## config.mk

```make
export PLATFORM = sky130hd
export DESIGN_NAME = interval_tick_timer
export DESIGN_NICKNAME = d
export VERILOG_FILES = /design/src/rtl/interval_tick_timer.sv
export SDC_FILE = /design/constraint.sdc
export NUM_CORES = 1
export LEC_CHECK = 0
export BUFFER_PORTS_ARGS = -buffer_cell sky130_fd_sc_hd__buf_4
export CAP_MARGIN = 20
export CORE_MARGIN = 5
export CORE_UTILIZATION = 50
export DETAILED_ROUTE_END_ITERATION = 8
export GPL_TIMING_DRIVEN = 1
export PLACE_DENSITY_LB_ADDON = 0.1
export SLEW_MARGIN = 20
export SYNTH_ARGS = -nofsm -noshare
export SYNTH_HDL_FRONTEND = slang
export SYNTH_SLANG_ARGS = --single-unit
```

## constraint.sdc

```tcl
create_clock -name clk -period 2.2 [get_ports clk]
set_input_delay 0.44 -clock clk [delete_from_list [all_inputs] [get_ports clk]]
set_output_delay 0.44 -clock clk [all_outputs]
set_load 0.1 [all_outputs]
```

## src/rtl/interval_tick_timer.sv

```systemverilog
module interval_tick_timer #(
  parameter int              CNT_W     = 8,
  parameter bit              MS_MODE   = 1'b0,
  parameter bit              WR_GUARD  = 1'b1,
  parameter int              PRE_DIV   = 1000,
  parameter logic [CNT_W-1:0] RESET_VAL = '1
) (
  input  logic             clk,
  input  logic             rst,
  input  logic             us_tick,
  input  logic             wr_en,
  input  logic [CNT_W-1:0] wr_data,
  input  logic             priv_flag,
  output logic [CNT_W-1:0] rd_data,
  output logic             irq
);

  logic             wr_ok;
  logic             unit_en;
  logic [CNT_W-1:0] ival;
  logic [CNT_W-1:0] cnt;

  assign wr_ok   = wr_en && (priv_flag || !WR_GUARD);
  assign rd_data = ival;

  generate
    if (MS_MODE) begin : g_ms
      localparam int PW = $clog2(PRE_DIV);
      logic [PW-1:0] pre;
      logic          pre_last;
      assign pre_last = (pre == PW'(PRE_DIV - 1));
      assign unit_en  = us_tick && pre_last;
      always_ff @(posedge clk) begin
        if (rst || wr_ok)
          pre <= '0;
        else if (us_tick)
          pre <= pre_last ? '0 : pre + PW'(1);
      end
    end else begin : g_us
      assign unit_en = us_tick;
    end
  endgenerate

  always_ff @(posedge clk) begin
    if (rst) begin
      ival <= RESET_VAL;
      cnt  <= RESET_VAL;
      irq  <= 1'b0;
    end else begin
      irq <= 1'b0;
      if (wr_ok) begin
        ival <= wr_data;
        cnt  <= wr_data;
      end else if (unit_en) begin
        if (cnt == '0) begin
          cnt <= ival;
          irq <= 1'b1;
        end else begin
          cnt <= cnt - CNT_W'(1);
        end
      end
    end
  end

endmodule

```

==> summary.md <==
| Metric | Value |
|---|---|
| CP max-delay cell | nor3b_2 |
| RSZ-0062 raised after global routing | false |
| Most frequent cell after synthesis | nand2_1 |
| Final hold viol count | 0 |
| Startpoint types | register |
| Area grow syn2layout | 22.8% |
| Synth cell count leaders | nand2_1 (23), dfxtp_1 (17), a21oi_1 (14), nor2_1 (6), nor3_1 (5) |
| Reg-to-reg slack, setup | around 0.43 ns |
| Synthesized cell area | 880 µm² |
| Post-DR wirelength/cell | between 10 and 15 µm |
| Crit Reg-Reg Startpoint | cnt[0]$_SDFFE_PP1P_ |
| Asr flop ratio synth | 0% |
| Initial cell density of the core | 51.5% |
| Fin crit period | 1.77 ns |
| Ports | 22 |
| Unique cell type count in the Yosys netlist | 31 |
| HP Class | input port to register |
| Layout cell share with drive strength beyond 1 | roughly 25% |
| Reg2reg path depth | 6 |
| Root Buffer | clkbuf_4 |
| Initial antenna violation count | 0 |
| Fmax | approximately 570 MHz |
| Yosys Warn Count | 0 |
| Cts repair resizes | 0 |
| Outcome | finished, final reports clean |
| Number of max-cap violations | 0 |
| Crit. End Element | register |
| N_diodes | 0 |
| CORE AREA | 1710 µm² |
| Hold slack final | between 0.3 and 0.4 ns |
| Top FF cell, synth | dfxtp_1 |
| Row count | 15 |
| Synth area leader | dfxtp_1 |
| Pre-Repair DR Iteration Count | 4 |
| Grt ovf | 0 |
| EDFF count, synth | 0 |
| Tot GR Track Use | approximately 17% |
| Slew Viols, Final | 0 |
| Worst-path clk slew | 0.10 ns |
| Final WL | approximately 2000 µm |
| Via density | ~5.3 |
| Crit-path cells | inv_1 > ha_1 > nor3b_2 > nand2_1 > and2_1 > o311ai_2 |
| Die Y | slightly above 50 µm |
| Largest net degree at the start of global routing | 12 |
| Worst slew pin tran | roughly 0.45 ns |
| Worst setup path start | cnt[0]$_SDFFE_PP1P_ |
| Fin crit share | approximately 80% |
| Top cell type's share of synthesized area | between 30% and 40% |
| Final setup fails | 0 |
| Setup Skew | roughly 0.0028 ns |
| Clk sinks | 17 |
| Slew headroom | between 60% and 70% |
| Number of global-route vias before repair | 765 |
| Die Wd | 51.9 µm |
| Placed Cells | about 150 |
| Critical R2R Capture | cnt[1]$_SDFFE_PP1P_ |
| CTS tree | done |
| Max clock buf depth | 2 |
| CP Class | register to register |
| CP Data Arrival Time | between 1.5 and 2 ns |
| Final #Nets | ~140 |
| Num CTS Buffers | 3 |
| Worst VDD drop | roughly 0.00047 V |
| Syn_nets | 121 |
| Post-CTS Hold Buffers | 0 |
| Crit path capture | cnt[1]$_SDFFE_PP1P_ |
| IO buf count | 21 |
| Pwr dens | ~660 nW/µm² |
| Vias | between 800 and 900 |
| WP data required | 2.41 ns |
| Lkg Pwr | approximately 0.47 nW |
| RD Place Congestion | 0.859 |
| Worst Path Max Fanout | 8 |
| Final TNS setup | 0 ns |
| DRC violations left | 0 |
| First-pass GRT wire length | 3420 µm |
| Finished Layout Cells | between 150 and 200 |
| Routed Antenna Nets | 0 |
| Seq/Total Area, Yosys | between 30 and 40% |
| Avg Cell Area, Syn | about 8.3 µm² |
| H-tree Lvls | 1 |
| Synth top area cells | dfxtp_1 (39%), nand2_1 (9.8%), a21oi_1 (8.0%) |
| Clk Latency, worst-skew pair | ~0.29 ns |
| DIE AREA | ~2700 µm² |
| Total power | approximately 0.71 mW |
| Setup bufs post-CTS | 0 |
| Synth Register Bits | 17 |
| Post-Synthesis Cells | approximately 110 |
| Post-DP HPWL | 1520 µm |
| Crit-path max cell delay | 0.41 ns |
| DRT iter0 DRCs | 18 |
[per-stage QoR]
stage	cell area [µm²]	utilization (%)	setup slack, ns
after CTS	1080	63.2	0.443
after detailed placement	1050	61.7	0.474
after global placement	1050	61.7	0.544
after floorplan	880	-	0.599
after global routing	1080	63.2	0.255
final	1080	63.2	0.433
[sequential cells by signal, summed over array words and instances, names as in the netlist]
register  cells
rd_data       8
irq           1
cnt           8
[area by class of cell]
class	instances	area [µm²]
clock buffer	4	26.3
fill	162	628
inverter	4	15.0
multi-input combinational	81	502
sequential	17	340
tap	25	31.3
timing repair buffer	22	165
[cells in the final DEF, fill, tap and decap left out, drive strengths merged, types with 2 or more instances in the layout]
cell type,synthesis,routed
o311ai,4,4
mux2i,2,2
nor3b,2,2
nor3,5,5
clkbuf,3,4
inv,4,4
and2,3,3
o211ai,2,2
ha,2,2
dfxtp,17,17
a21oi,14,14
buf,1,22
nand2,23,23
nand3,2,2
o21ai,3,3
nor2,7,7
[routing by layer]
metal / wire length [µm] / track usage, %
met1: 965 / 21.5
met2: 981 / 27.8
met3: 38 / 2.58
met4: 34 / 9.17
met5: 0 / 0
[worst min-delay path by stage]
stage	end	slack [ns]	cells after the start	from
6_report	rd_data[5]$_SDFFE_PP1P_	0.36	3	wr_data[5]
5_1_grt	rd_data[2]$_SDFFE_PP1P_	0.36	3	wr_data[2]
4_1_cts	rd_data[5]$_SDFFE_PP1P_	0.35	3	wr_data[5]
3_5_place_dp	rd_data[4]$_SDFFE_PP1P_	0.45	2	rd_data[4]$_SDFFE_PP1P_
3_3_place_gp	rd_data[4]$_SDFFE_PP1P_	0.45	2	rd_data[4]$_SDFFE_PP1P_
2_1_floorplan	cnt[1]$_SDFFE_PP1P_	0.52	2	cnt[1]$_SDFFE_PP1P_
[power by group]
group	switching [mW]	internal, mW
Clock	0.101	0.0706
Combinational	0.123	0.0590
Sequential	0.0291	0.330
[critical path: cells and delay by family (launching register included)]
kind                       cells  cell delay, ns
and+or+nand+nor                3            0.86
buffers and inverters          1            0.10
adders and majority gates      1            0.17
DFF                            1            0.36
AOI/OAI and AO/OA              1            0.19
[logic make-up (layout without fill, tap and decap cells)]
kind of cell | count (synthesis) | after routing | synth area share [%]
adders and majority gates | 2 | 2 | 2.84
muxes | 2 | 2 | 2.28
AOI/OAI and AO/OA | 29 | 29 | 22.6
buffers and inverters | 8 | 30 | 4.27
DFF | 17 | 17 | 38.7
and+or+nand+nor | 46 | 46 | 27.3
xor gates and xnor gates | 2 | 2 | 1.99
No activity file was read; power rests on OpenSTA's default activity.
